### src/rtl/mbt_pkg.sv
package mbt_pkg;

  typedef enum logic [1:0] {
    ACC_NONE = 2'd0,
    ACC_EVEN = 2'd1,
    ACC_ODD  = 2'd2,
    ACC_WORD = 2'd3
  } acc_kind_e;

  typedef struct packed {
    logic hi;  // even byte, ad[15:8]
    logic lo;  // odd byte, ad[7:0]
  } lanes_t;

  function automatic acc_kind_e classify(input logic a0, input logic strb_n);
    acc_kind_e k;
    unique case ({a0, strb_n})
      2'b00:   k = ACC_WORD;
      2'b01:   k = ACC_EVEN;
      2'b10:   k = ACC_ODD;
      default: k = ACC_NONE;
    endcase
    return k;
  endfunction

  function automatic lanes_t kind_lanes(input acc_kind_e k);
    lanes_t l;
    l.hi = (k == ACC_WORD) || (k == ACC_EVEN);
    l.lo = (k == ACC_WORD) || (k == ACC_ODD);
    return l;
  endfunction

endpackage

### src/rtl/mbt_phase_latch.sv
module mbt_phase_latch #(
  parameter int AW = 16,
  parameter int DW = 16
) (
  input  logic          clk,
  input  logic          rst_n,
  input  logic          bus_e,
  input  logic          bus_rw,
  input  logic          lstrb_n,
  input  logic [DW-1:0] ad_in,
  output logic          e_q,
  output logic          e_rise,
  output logic          e_fall,
  output logic [AW-1:0] lat_addr,
  output logic          lat_rw,
  output logic          lat_lstrb_n,
  output logic [DW-1:0] data_q
);

  logic [AW-1:0] addr_nxt;
  logic          rw_nxt;
  logic          strb_nxt;
  logic [DW-1:0] data_nxt;

  assign e_rise = bus_e & ~e_q;
  assign e_fall = ~bus_e & e_q;

  always_comb begin
    addr_nxt = lat_addr;
    rw_nxt   = lat_rw;
    strb_nxt = lat_lstrb_n;
    data_nxt = data_q;
    if (e_rise) begin
      addr_nxt = ad_in[AW-1:0];
      rw_nxt   = bus_rw;
      strb_nxt = lstrb_n;
    end
    if (bus_e) begin
      data_nxt = ad_in;
    end
  end

  always_ff @(posedge clk or negedge rst_n) begin
    if (!rst_n) begin
      e_q         <= 1'b0;
      lat_addr    <= '0;
      lat_rw      <= 1'b0;
      lat_lstrb_n <= 1'b1;
      data_q      <= '0;
    end else begin
      e_q         <= bus_e;
      lat_addr    <= addr_nxt;
      lat_rw      <= rw_nxt;
      lat_lstrb_n <= strb_nxt;
      data_q      <= data_nxt;
    end
  end

endmodule

### src/rtl/mbt_lane_decode.sv
module mbt_lane_decode
  import mbt_pkg::*;
(
  input  logic a0,
  input  logic strb_n,
  output logic lane_hi,
  output logic lane_lo
);

  acc_kind_e kind;
  lanes_t    lanes;

  always_comb begin
    kind    = classify(a0, strb_n);
    lanes   = kind_lanes(kind);
    lane_hi = lanes.hi;
    lane_lo = lanes.lo;
  end

endmodule

### src/rtl/mbt_window.sv
module mbt_window #(
  parameter int AW         = 16,
  parameter int BASE_ADDR  = 16'h0400,
  parameter int SIZE_BYTES = 64,
  parameter int IDX_W      = 5
) (
  input  logic [AW-1:0]    addr,
  output logic             hit,
  output logic [IDX_W-1:0] word_idx
);

  localparam logic [AW-1:0] BASE_V = AW'(BASE_ADDR);
  localparam logic [AW:0]   SIZE_V = (AW+1)'(SIZE_BYTES);

  logic [AW-1:0] offset;
  logic [AW:0]   offset_x;

  always_comb begin
    offset   = addr - BASE_V;
    offset_x = {1'b0, offset};
    hit      = (addr >= BASE_V) && (offset_x < SIZE_V);
    word_idx = offset[IDX_W:1];
  end

endmodule

### src/rtl/mbt_word_array.sv
module mbt_word_array #(
  parameter int WORDS = 32,
  parameter int IDX_W = 5,
  parameter int LANES = 2,
  parameter int BW    = 8
) (
  input  logic                clk,
  input  logic [LANES-1:0]    we,
  input  logic [IDX_W-1:0]    wr_idx,
  input  logic [LANES*BW-1:0] wdata,
  input  logic [IDX_W-1:0]    rd_idx,
  output logic [LANES*BW-1:0] rdata
);

  for (genvar g = 0; g < LANES; g++) begin : g_lane
    logic [BW-1:0] mem [WORDS];
    logic [BW-1:0] rd_q;

    always_ff @(posedge clk) begin
      if (we[g]) begin
        mem[wr_idx] <= wdata[g*BW +: BW];
      end
    end

    always_ff @(posedge clk) begin
      rd_q <= mem[rd_idx];
    end

    assign rdata[g*BW +: BW] = rd_q;
  end

endmodule

### src/rtl/mux_bus_target.sv
module mux_bus_target #(
  parameter int BASE_ADDR  = 16'h0400,
  parameter int SIZE_BYTES = 64
) (
  input  logic        clk,
  input  logic        rst_n,
  input  logic        bus_e,
  input  logic        bus_rw,
  input  logic        lstrb_n,
  input  logic [15:0] ad_in,
  output logic [15:0] ad_out,
  output logic        ad_oe_hi,
  output logic        ad_oe_lo
);

  localparam int AW    = 16;
  localparam int DW    = 16;
  localparam int BW    = 8;
  localparam int LANES = DW / BW;
  localparam int WORDS = SIZE_BYTES / LANES;
  localparam int IDX_W = $clog2(WORDS);

  // reset: asynchronous assertion, synchronous release
  logic rst_meta_q;
  logic rst_sync_n;

  always_ff @(posedge clk or negedge rst_n) begin
    if (!rst_n) begin
      rst_meta_q <= 1'b0;
      rst_sync_n <= 1'b0;
    end else begin
      rst_meta_q <= 1'b1;
      rst_sync_n <= rst_meta_q;
    end
  end

  logic          e_q;
  logic          e_rise;
  logic          e_fall;
  logic [AW-1:0] lat_addr;
  logic          lat_rw;
  logic          lat_lstrb_n;
  logic [DW-1:0] data_q;

  mbt_phase_latch #(.AW(AW), .DW(DW)) u_latch (
    .clk         (clk),
    .rst_n       (rst_sync_n),
    .bus_e       (bus_e),
    .bus_rw      (bus_rw),
    .lstrb_n     (lstrb_n),
    .ad_in       (ad_in),
    .e_q         (e_q),
    .e_rise      (e_rise),
    .e_fall      (e_fall),
    .lat_addr    (lat_addr),
    .lat_rw      (lat_rw),
    .lat_lstrb_n (lat_lstrb_n),
    .data_q      (data_q)
  );

  logic lane_hi;
  logic lane_lo;

  mbt_lane_decode u_lanes (
    .a0      (lat_addr[0]),
    .strb_n  (lat_lstrb_n),
    .lane_hi (lane_hi),
    .lane_lo (lane_lo)
  );

  logic             hit;
  logic [IDX_W-1:0] word_idx;

  mbt_window #(
    .AW(AW), .BASE_ADDR(BASE_ADDR), .SIZE_BYTES(SIZE_BYTES), .IDX_W(IDX_W)
  ) u_win (
    .addr     (lat_addr),
    .hit      (hit),
    .word_idx (word_idx)
  );

  // write strobes: commit on the edge that first sees E low
  logic             we_hi;
  logic             we_lo;
  logic [LANES-1:0] we_vec;

  always_comb begin
    we_hi  = e_fall & ~lat_rw & hit & lane_hi;
    we_lo  = e_fall & ~lat_rw & hit & lane_lo;
    we_vec = {we_hi, we_lo};
  end

  logic [DW-1:0] rd_word;

  mbt_word_array #(
    .WORDS(WORDS), .IDX_W(IDX_W), .LANES(LANES), .BW(BW)
  ) u_array (
    .clk    (clk),
    .we     (we_vec),
    .wr_idx (word_idx),
    .wdata  (data_q),
    .rd_idx (word_idx),
    .rdata  (rd_word)
  );

  // read drive enables
  logic oe_hi_q;
  logic oe_lo_q;
  logic oe_hi_nxt;
  logic oe_lo_nxt;
  logic rd_phase;

  always_comb begin
    rd_phase  = bus_e & e_q & lat_rw & hit;
    oe_hi_nxt = rd_phase & lane_hi;
    oe_lo_nxt = rd_phase & lane_lo;
  end

  always_ff @(posedge clk or negedge rst_sync_n) begin
    if (!rst_sync_n) begin
      oe_hi_q <= 1'b0;
      oe_lo_q <= 1'b0;
    end else begin
      oe_hi_q <= oe_hi_nxt;
      oe_lo_q <= oe_lo_nxt;
    end
  end

  assign ad_out   = rd_word;
  assign ad_oe_hi = oe_hi_q;
  assign ad_oe_lo = oe_lo_q;

endmodule

### config.mk
export PLATFORM = sky130hd
export DESIGN_NAME = mux_bus_target
export DESIGN_NICKNAME = d
export VERILOG_FILES = /design/src/rtl/mbt_pkg.sv /design/src/rtl/mbt_phase_latch.sv /design/src/rtl/mbt_lane_decode.sv /design/src/rtl/mbt_window.sv /design/src/rtl/mbt_word_array.sv /design/src/rtl/mux_bus_target.sv
export SDC_FILE = /design/constraint.sdc
export NUM_CORES = 1
export LEC_CHECK = 0
export ABC_AREA = 1
export BUFFER_PORTS_ARGS = -buffer_cell sky130_fd_sc_hd__buf_2
export CELL_PAD_IN_SITES_DETAIL_PLACEMENT = 1
export CELL_PAD_IN_SITES_GLOBAL_PLACEMENT = 1
export CORE_ASPECT_RATIO = 1.1
export CORE_UTILIZATION = 42
export DETAILED_ROUTE_END_ITERATION = 6
export PLACE_DENSITY_LB_ADDON = 0.1
export SLEW_MARGIN = 40
export SYNTH_ARGS = -nofsm -noshare
export SYNTH_HDL_FRONTEND = slang
export SYNTH_SLANG_ARGS = --single-unit
### constraint.sdc
create_clock -name clk -period 1.4 [get_ports clk]
set_input_delay 0.35 -clock clk [delete_from_list [all_inputs] [get_ports clk]]
set_output_delay 0.35 -clock clk [all_outputs]
set_load 0.02 [all_outputs]
Word-level counts from Yosys, hierarchy flattened
Memory sizes are Yosys's and may differ from the RTL's. A register that Yosys moved wholly into a read port is not among the register bits.
Cells that the tools add are included.

cells by class
  add/sub/neg operators = 1
  magnitude comparators = 2
  eq/ne operators = 5
  muxes and demuxes = 5
  bitwise gates (word level) = 14
  reductions and logical operators = 4

operators by type and width
  kind                    number
  $ge 16x11->1 const B    1
  $lt 16x7->1 const B     1
  $sub 16x11->16 const B  1
  $and 1x1->1             11
  $eq 2x2->1 const B      3
  $pmux 2 s3              1
  $eq 2x1->1 const B      2
  $mux 1                  4
  $not 1->1               3
  $logic_not 2->1         1
  $logic_or 1x1->1        2
  $logic_and 1x1->1       1

storage, ports and cells
  register bits after elaboration = 39
  bits in writable memories = 512
  bits of input ports = 21
  output and inout bits = 18
  logic and storage cells = 42
  memories = 2

memory list
  name                   words  width  read ports  clocked after Yosys merged registers in  write ports  RTL line              text
  u_array.g_lane[0].mem  32     8      1           1                                        1            mbt_word_array.sv:16  logic [BW-1:0] mem [WORDS];
  u_array.g_lane[1].mem  32     8      1           1                                        1            mbt_word_array.sv:16

Longest topological paths before layout
Gate-level depths: netlist of run 1.

  depth in word-level cells = 7
  mapped depth = 12
  depth with buffers taken out = 9

Hierarchy
A second synthesis of run 1 with hierarchy kept.

unflattened totals
  cell total of the unflattened synthesis = 2,038
  area, all modules = 23,244.8 sq um

modules (own cells, without submodules)
  module           instances  cells an instance  area each (sq um)  seq. area each (sq um)
  mbt_word_array   1          1,858              21,592.0           15,695.1
  mbt_phase_latch  1          150                1,428.9            877.1
  mux_bus_target   1          14                 143.9              100.1
  mbt_window       1          14                 72.6               0.0
  mbt_lane_decode  1          2                  7.5                0.0

Least setup slack after synthesis of run 1
No wires, ideal clock.

  kind = flip-flop to flip-flop
  start = register u_latch.lat_addr[1]
  end = memory u_array.g_lane[0].mem[0][0] (enable)
  library setup time = 0.370 ns
  data arrival time = 1.535 ns
  required time = 1.030 ns
  path slack = -0.505 ns
  cell stages (with the launch flop) = 7
  buffers on the path = 3
  period minus slack after synthesis = 1.905 ns
  cell sequence = dfrtp_1 buf_4 buf_2 buf_2 nor2_2 nand2_1 nor2_1

between the ends
  longest elaborated chain between the ends = 7
  elaborated cells between the ends (all ways) = 8
  classes of those cells = add/sub (1); order compare (2); mux (2); bitwise (2); reduce/logical (1)

ends and longest elaborated chain
  item                          RTL line               text
  from (decl)                   mbt_phase_latch.sv:14  output logic [AW-1:0] lat_addr,
  from (signal assigned)        mbt_phase_latch.sv:52  lat_addr <= addr_nxt;
  $sub 16x11->16                mbt_window.sv:19       offset = addr - BASE_V;
  $lt 16x7->1                   mbt_window.sv:21       hit = (addr >= BASE_V) && (offset_x < SIZE_V);
  $logic_and 1x1->1             mbt_window.sv:21
  $and 1x1->1 (2 in a row)      mux_bus_target.sv:89   we_lo = e_fall & ~lat_rw & hit & lane_lo;
  $mux 1                        mbt_word_array.sv:20   if (we[g]) begin
  $mux 1 (implied by the code)  mbt_word_array.sv:21   mem[wr_idx] <= wdata[g*BW +: BW];
  to (decl)                     mbt_word_array.sv:16

Parallel ways exist; a longest one is shown, timed or not.

Worst setup path in the final report of run 1
  start = register u_latch.lat_addr[8]
  end = memory u_array.g_lane[1].mem[27][2] (enable)

between the ends
  longest elaborated chain between the ends = 7
  elaborated cells between the ends (all ways) = 8
  classes of those cells = add/sub (1); order compare (2); mux (2); bitwise (2); reduce/logical (1)

ends and longest elaborated chain
  item                            RTL line              text
  $sub 16x11->16                  mbt_window.sv:19
  $lt 16x7->1                     mbt_window.sv:21
  $logic_and 1x1->1 *             mbt_window.sv:21
  $and 1x1->1 * (2 in a row)      mux_bus_target.sv:88  we_hi = e_fall & ~lat_rw & hit & lane_hi;
  $mux 1 *                        mbt_word_array.sv:20
  $mux 1 (implied by the code) *  mbt_word_array.sv:21
  to (decl)                       mbt_word_array.sv:16

Mark *: on every way between the ends. The rest lies on a longest branch, timed or not.

==> results of run 1 <==
## final cells by class
cell class,count,area (µm²),share of cell area
timing repair buffer,293,4210,0.136
tap,736,921,0.0297
inverter,14,73.8,0.00238
sequential,567,16700,0.539
timing repair inverter,1,8.76,0.000282
multi-input combinational,1563,7220,0.233
clock buffer,82,1660,0.0534
clock inverter,25,213,0.00686
## per-stage QoR
step / setup TNS [ps] / hold slack [ps] / utilization / setup slack [ps] / power (W)
final: -222580 / 36.9 / 0.564 / -502 / 0.0416
after CTS: -231040 / 10.6 / 0.540 / -474 / 0.0411
after global placement: -206220 / 137 / 0.485 / -497 / 0.0247
after global routing: -261260 / 23.2 / 0.564 / -564 / 0.0431
after detailed placement: -230610 / 137 / 0.485 / -559 / 0.0248
after floorplan: -176430 / 54.4 / - / -375 / 0.0224
## final timing paths
check,start,slack [ps],end,depth (start not counted)
worst min register to register,rst_sync_n,170,u_latch.lat_addr[0],1
worst max register to register,u_latch.lat_addr[8],-500,u_array.g_lane[1].mem[27][2],8
max in group asynchronous,rst_n,710,rst_meta_q,3
worst min-delay path,ad_in[14],40,u_latch.data_q[14],2
min in group asynchronous,rst_sync_n,170,u_latch.lat_addr[0],1
worst max-delay path,u_latch.lat_addr[8],-500,u_array.g_lane[1].mem[27][2],8
## power by group
| part | switching [W] | internal (W) |
|---|---|---|
| sequential | 0.000250 | 0.0190 |
| clock | 0.00648 | 0.00891 |
| combinational | 0.00426 | 0.00270 |
| total | 0.0110 | 0.0306 |
## worst max-delay path, stage by stage, from the launching register on
cell       delay [ps]
dfrtp_1           390
nor2_2            130
nand2_2            70
nor3_4            160
nand4_1           130
buf_6             180
clkbuf_16         200
nor2_4            160
buf_12            150
## logic make-up (layout without fill, tap and decap cells)
logic type / after synthesis / count (layout) / share of synthesized area
buffers and inverters: 126 / 415 / 0.0271
other: 1 / 1 / 0.000160
AO/OA/AOI/OAI: 13 / 13 / 0.00278
multiplexers: 21 / 21 / 0.0101
flip-flops: 567 / 567 / 0.713
AND/OR/NAND/NOR: 1528 / 1528 / 0.247
## routing by layer
layer / vias up / wire, µm / GRT usage
met5: - / 0 / 0
met4: 0 / 2170 / 0.0857
met3: 128 / 2800 / 0.0425
met2: 318 / 36700 / 0.432
met1: 8459 / 31100 / 0.320
li1: 7800 / - / -
## what timing repair did
action | CTS | global route
pin swaps | 46 | 98
hold buffers | 16 | 0
hold endpoints to repair | 25 | 0
cloned | 14 | 17
buffers inserted | 21 | 10
gates resized for setup | 125 | 301
endpoints found under the setup margin | 547 | 546
## cell usage after synthesis
| cell | instances |
|---|---|
| a21oi_1 | 9 |
| buf_1 | 1 |
| buf_2 | 74 |
| buf_4 | 14 |
| buf_6 | 2 |
| clkbuf_1 | 21 |
| conb_1 | 1 |
| dfrtp_1 | 38 |
| dfstp_2 | 1 |
| dfxtp_1 | 16 |
| edfxtp_1 | 512 |
| inv_1 | 13 |
| inv_2 | 1 |
| mux2_2 | 21 |
| nand2_1 | 1401 |
| nand3_1 | 1 |
| nand4_1 | 2 |
| nor2_1 | 110 |
| nor2_2 | 2 |
| nor2_4 | 1 |
| nor3_1 | 11 |
| o21ai_0 | 4 |
## sequential cells by signal (all words and copies together), names as in the netlist
| name | cells |
|---|---|
| u_latch.lat_addr | 16 |
| u_latch.data_q | 16 |
| u_latch.e_q | 1 |
| ad_oe_hi | 1 |
| u_latch.lat_rw | 1 |
| ad_oe_lo | 1 |
| u_array.g_lane.rd_q | 16 |
| rst_meta_q | 1 |
| rst_sync_n | 1 |
| u_array.g_lane.mem | 512 |
| u_latch.lat_lstrb_n | 1 |
## cell usage in the layout (no fill, tap or decap), types with 2 or more instances in the layout
cell	n
nor3_2	9
buf_16	18
clkbuf_1	16
nand2_1	1238
inv_1	11
clkinv_1	10
dfrtp_1	36
dlygate4sd3_1	16
nand4_1	2
buf_2	20
nor2_4	74
dfrtp_4	2
bufinv_16	4
buf_6	35
nand2_4	21
nor2_2	15
dfxtp_2	13
nor2_1	24
clkinv_2	11
buf_8	7
mux2_2	21
clkbuf_8	5
bufbuf_16	2
buf_12	94
clkbuf_16	75
edfxtp_1	512
dfxtp_4	3
o21ai_0	4
buf_4	87
nand2_2	142
a21oi_1	9
inv_6	2
==> flow_summary.json, run 1 <==
{
  "vias": 16700,
  "grt_overflow": 0,
  "nFillCells": 5804,
  "tritoncts": "built",
  "rsz0062_at_grt": "yes",
  "diodes": 0,
  "grt_usage": 0.251,
  "ys_ff_latch": 567,
  "yosys.area.top_type_share": 0.658,
  "fp.dieH_um": 249,
  "num_rows": 90,
  "clk_pin_slew_ps": 60,
  "setup_viol": 546,
  "synth-warning-count": 0,
  "die_area_um2": 56600,
  "cts_buffers": 59,
  "drive_above_1_share": 0.261,
  "cts.htree.levels": 2,
  "clk_path_buf_depth": 3,
  "clkSinkCount": 567,
  "violations": "setup timing",
  "nets": 2520,
  "crit_required_ps": 1730,
  "drc": 0,
  "startpoint_type": "flip-flop",
  "syn2layout_area_growth_pct": 32.6,
  "clockRootBuffer": "clkbuf_16",
  "period_minus_slack_ps": 1900,
  "dp_cells": 3107,
  "hold_class": "input pin to flip-flop",
  "clock_latency_ps": 630,
  "placed_area_um2": 26600,
  "max_cap_violations": 0,
  "netlist_instances": 2256,
  "design_area_um2": 31000,
  "crit_path_end_kind": "flip-flop",
  "arrival_ps": 2230,
  "die_w_um": 227,
  "grt_max_degree": 44,
  "ir_drop_mv": 1.04,
  "skew_ps": 16.7,
  "drv_slew": 0,
  "start_util": 0.425,
  "synth_top_cell_by_area": "edfxtp_1",
  "syn-num-nets": 2277,
  "antenna_left": 0,
  "finalWorstSetupSlack_ps": -502,
  "synth_area_per_cell_um2": 10.4,
  "p_leak_nw": 12.7,
  "fin_cells": 3281,
  "power.density_nw_per_um2": 1340,
  "cp_max_fo": 8,
  "place_hpwl_mm": 42.5,
  "timing.fmax_mhz": 526,
  "portBuffers": 38,
  "globalplace.congestion": 0.813,
  "outcome": "finished with violations",
  "io_pins": 39,
  "antenna_found_initial": 0,
  "mappedNetlistArea_um2": 23400,
  "grt_pass1_vias": 18100,
  "first_pass_iters": 5,
  "yosysSeqAreaShare": 0.713,
  "synth_cell_type_count": 22,
  "wl_mm": 72.7,
  "core_area_um2": 55000,
  "min_period_over_period": 1.36,
  "grt_pass1_wl_mm": 106,
  "worstSetupPathType": "flip-flop to flip-flop",
  "wl_per_cell_um": 22.2,
  "viasPerCell": 5.09,
  "first_iter_violations": 975,
  "finalHoldViolations": 0,
  "yosys-top-cells-area": "edfxtp_1, nand2_1, dfrtp_1"
}
Note: power is estimated with default switching activity, not from simulation.
==> inputs of run 2 (changes only) <==
Settings changed: ABC_AREA 1 to default, CORE_ASPECT_RATIO 1.1 to default.
==> run 2 against run 1 <==
  * The flow still finishes with violations (setup timing)
  * Clock-buffer cell count fell by 6
  * Sequential power barely moved
  * Register-to-register slack got worse by 420 ps
  * Via count fell by 30%
  * Fmax fell by 18%
  * Wire length fell by 23%
  * Die area fell by 7.5%
  * Cell count fell by 34%
  * Synthesized cell count fell by 46%
  * Total power fell by 7.3%
  * Cell area fell by 13%
  * Largest power group unchanged
  * Highest routed layer unchanged
==> flow_summary.json, run 2 <==
{
  "largest_register_ffs": 512,
  "maxSlewHeadroom": 0.558,
  "arrival_ps": 2610,
  "p_sw_frac": 0.238,
  "finalPower_w": 0.0386,
  "wl_per_cell_um": 25.8,
  "core_area_um2": 50500,
  "synth_async_sr_flop_share": 0.0688,
  "grt_pass1_wl_mm": 81.9,
  "power_frac_seq": 0.497,
  "drc": 0,
  "clkSinkCount": 567,
  "ys_ff_latch": 567,
  "fp.dieH_um": 229,
  "max_cap_violations": 0,
  "timing.critical_path.buf_inv": 2,
  "wl_mm": 56.2,
  "fin_cells": 2176,
  "layout_common_cells": "edfxtp_1, mux2i_1, o22ai_1",
  "r2r-start": "u_latch.lat_addr[7]",
  "clock_latency_ps": 610,
  "crit_required_ps": 1690,
  "rsz0062_at_grt": "yes",
  "timing.fmax_mhz": 430,
  "vias": 11700,
  "synth_cell_type_count": 29,
  "globalplace.congestion": 0.794,
  "dp_cells": 2039,
  "mappedNetlistArea_um2": 21600,
  "first_pass_iters": 5,
  "design_area_um2": 27100,
  "grt_max_degree": 38,
  "start_util": 0.428,
  "synth_simple_gate_area_frac": 0.0411,
  "yosys-top-cells-count": "edfxtp_1, mux2i_1, o22ai_1",
  "top_register": "u_array.g_lane.mem",
  "drv_slew": 0,
  "wl_met2_mm": 27.3,
  "finalSetupTns_ps": -444710,
  "cpMaxStageDelayCell": "or4_4",
  "synthAdderAreaFrac": 0,
  "cts_buffers": 56,
  "synthMuxAreaShare": 0.136,
  "synth_area_per_cell_um2": 17.6,
  "wl_met1_mm": 25.3,
  "seq_area_um2": 16700,
  "io_pins": 39,
  "yosysSeqAreaShare": 0.772,
  "synth_xor_area_frac": 0,
  "p_int_w": 0.0294,
  "clk_path_buf_depth": 3,
  "yosys.area.top_type_share": 0.712,
  "synth_edf_count": 512,
  "clk_pin_slew_ps": 60,
  "ir_drop_mv": 1.10,
  "finalWorstSetupSlack_ps": -924,
  "first_iter_violations": 862,
  "p_leak_nw": 9.56,
  "skew_ps": 22.8,
  "syn-num-nets": 1247,
  "power.density_nw_per_um2": 1430,
  "worstSetupStartpoint": "u_latch.lat_addr[7]",
  "startpoint_type": "flip-flop",
  "wl_met3_mm": 2.47,
  "viasPerCell": 5.39,
  "synth_top_family_by_area": "multiplexers",
  "switching_power_w": 0.00920,
  "final_common_cell": "edfxtp_1",
  "outcome": "finished with violations",
  "die_area_um2": 52300,
  "path_delay_family": "simple AND/OR/NAND/NOR gates",
  "num_rows": 82,
  "grt_pass1_vias": 12400,
  "place_hpwl_mm": 36.4,
  "hold_class": "input pin to async pin",
  "fin_util": 0.536,
  "die_w_um": 229,
  "cts.htree.levels": 2,
  "synth_top_flop_cell": "edfxtp_1",
  "grt_overflow": 0,
  "yosysMostFrequentCell": "edfxtp_1",
  "setup_viol": 543,
  "pwr-share-clk": 0.373,
  "r2r_slack_ps": -920,
  "tightest_slew_ps": 657,
  "grt_usage": 0.216,
  "drive_above_1_share": 0.294,
  "period_minus_slack_ps": 2320,
  "syn2layout_area_growth_pct": 25.3,
  "cp_max_fo": 8,
  "top_layer_used": "met4",
  "placed_area_um2": 24400,
  "violations": "setup timing",
  "tritoncts": "built",
  "min_period_over_period": 1.66,
  "worstSetupPathType": "flip-flop to flip-flop",
  "p_comb_frac": 0.130,
  "portBuffers": 38,
  "clockRootBuffer": "clkbuf_16",
  "crit_chain": "or4_4, nor4_4, buf_6, nand4b_4, buf_12, nor2_4",
  "antenna_left": 0,
  "nFillCells": 4674,
  "yosys-top-cells-area": "edfxtp_1, mux2i_1, dfrtp_1",
  "diodes": 0,
  "synth_compound_area_frac": 0.0373,
  "max_stage_delay_ps": 550,
  "netlist_instances": 1226,
  "finalHoldViolations": 0,
  "synth-warning-count": 0,
  "crit_path_end_kind": "flip-flop",
  "multi_input_area_um2": 5350,
  "antenna_found_initial": 0,
  "synth_top_cell_by_area": "edfxtp_1",
  "nets": 1477
}
==> run 2: changes by cell type in the layout (fill, tap and decap cells not counted), moves of 18 or more <==
cell	change
nand2_4	-21
nand2_2	-142
buf_2	+18
buf_4	+28
nand2_1	-1209
mux2i_1	+246
nor4_1	+22
nor2_4	-20
o22ai_1	+116
buf_12	-59
==> run 2: final timing paths <==
path	depth (start not counted)	endpoint
max	6	u_array.g_lane[0].mem[25][0]
min	2	rst_meta_q
max reg2reg	6	u_array.g_lane[0].mem[25][0]
max in group asynchronous	1	u_latch.lat_lstrb_n
min reg2reg	1	ad_oe_hi
min in group clk	3	u_latch.e_q
==> run 2: cell families (layout without fill, tap and decap cells) <==
group                  count (synthesis)  count (layout)
flip-flops                           567             567
multiplexers                         289             289
buffers and inverters                 73             351
AND/OR/NAND/NOR                      167             167
AO/OA/AOI/OAI                        129             129
other                                  1               1
==> run 2: area by class of cell <==
cell class,instances,share of cell area
Sequential cell,567,0.616
Multi-Input combinational cell,586,0.198
Timing Repair Buffer,244,0.0898
Clock buffer,76,0.0557
Tap cell,672,0.0311
Clock inverter,30,0.00929
Inverter,1,0.000139
==> run 2: repair_timing <==
action	in CTS	in global routing
hold endpoints to repair	35	0
resized for setup	35	91
hold buffers	19	0
pin swaps	25	30
buffers inserted	0	10
gates cloned	1	2
endpoints found under the setup margin	548	548
==> run 2: metal layers <==
metal | up-vias | GRT usage
li1 | 5351 | -
met1 | 6022 | 0.305
met2 | 278 | 0.353
met3 | 76 | 0.0271
met4 | 0 | 0.0604
met5 | - | 0
==> run 2: metrics by stage <==
step           setup WS [ps]  hold slack, ps
5_1_grt                -1010            49.6
3_5_place_dp            -961             136
3_3_place_gp            -928             135
6_report                -924            57.0
2_1_floorplan           -918            54.4
4_1_cts                 -928            15.2
==> run 2: power by group through the flow <==
| stage | Clock (W) | Sequential (W) | Combinational [W] |
|---|---|---|---|
| floorplan | 0 | 0.0199 | 0.00205 |
| global placement | 0 | 0.0195 | 0.00463 |
| detailed placement | 0 | 0.0195 | 0.00468 |
| CTS | 0.0148 | 0.0192 | 0.00474 |
| global route | 0.0153 | 0.0192 | 0.00530 |
| finish | 0.0144 | 0.0192 | 0.00501 |
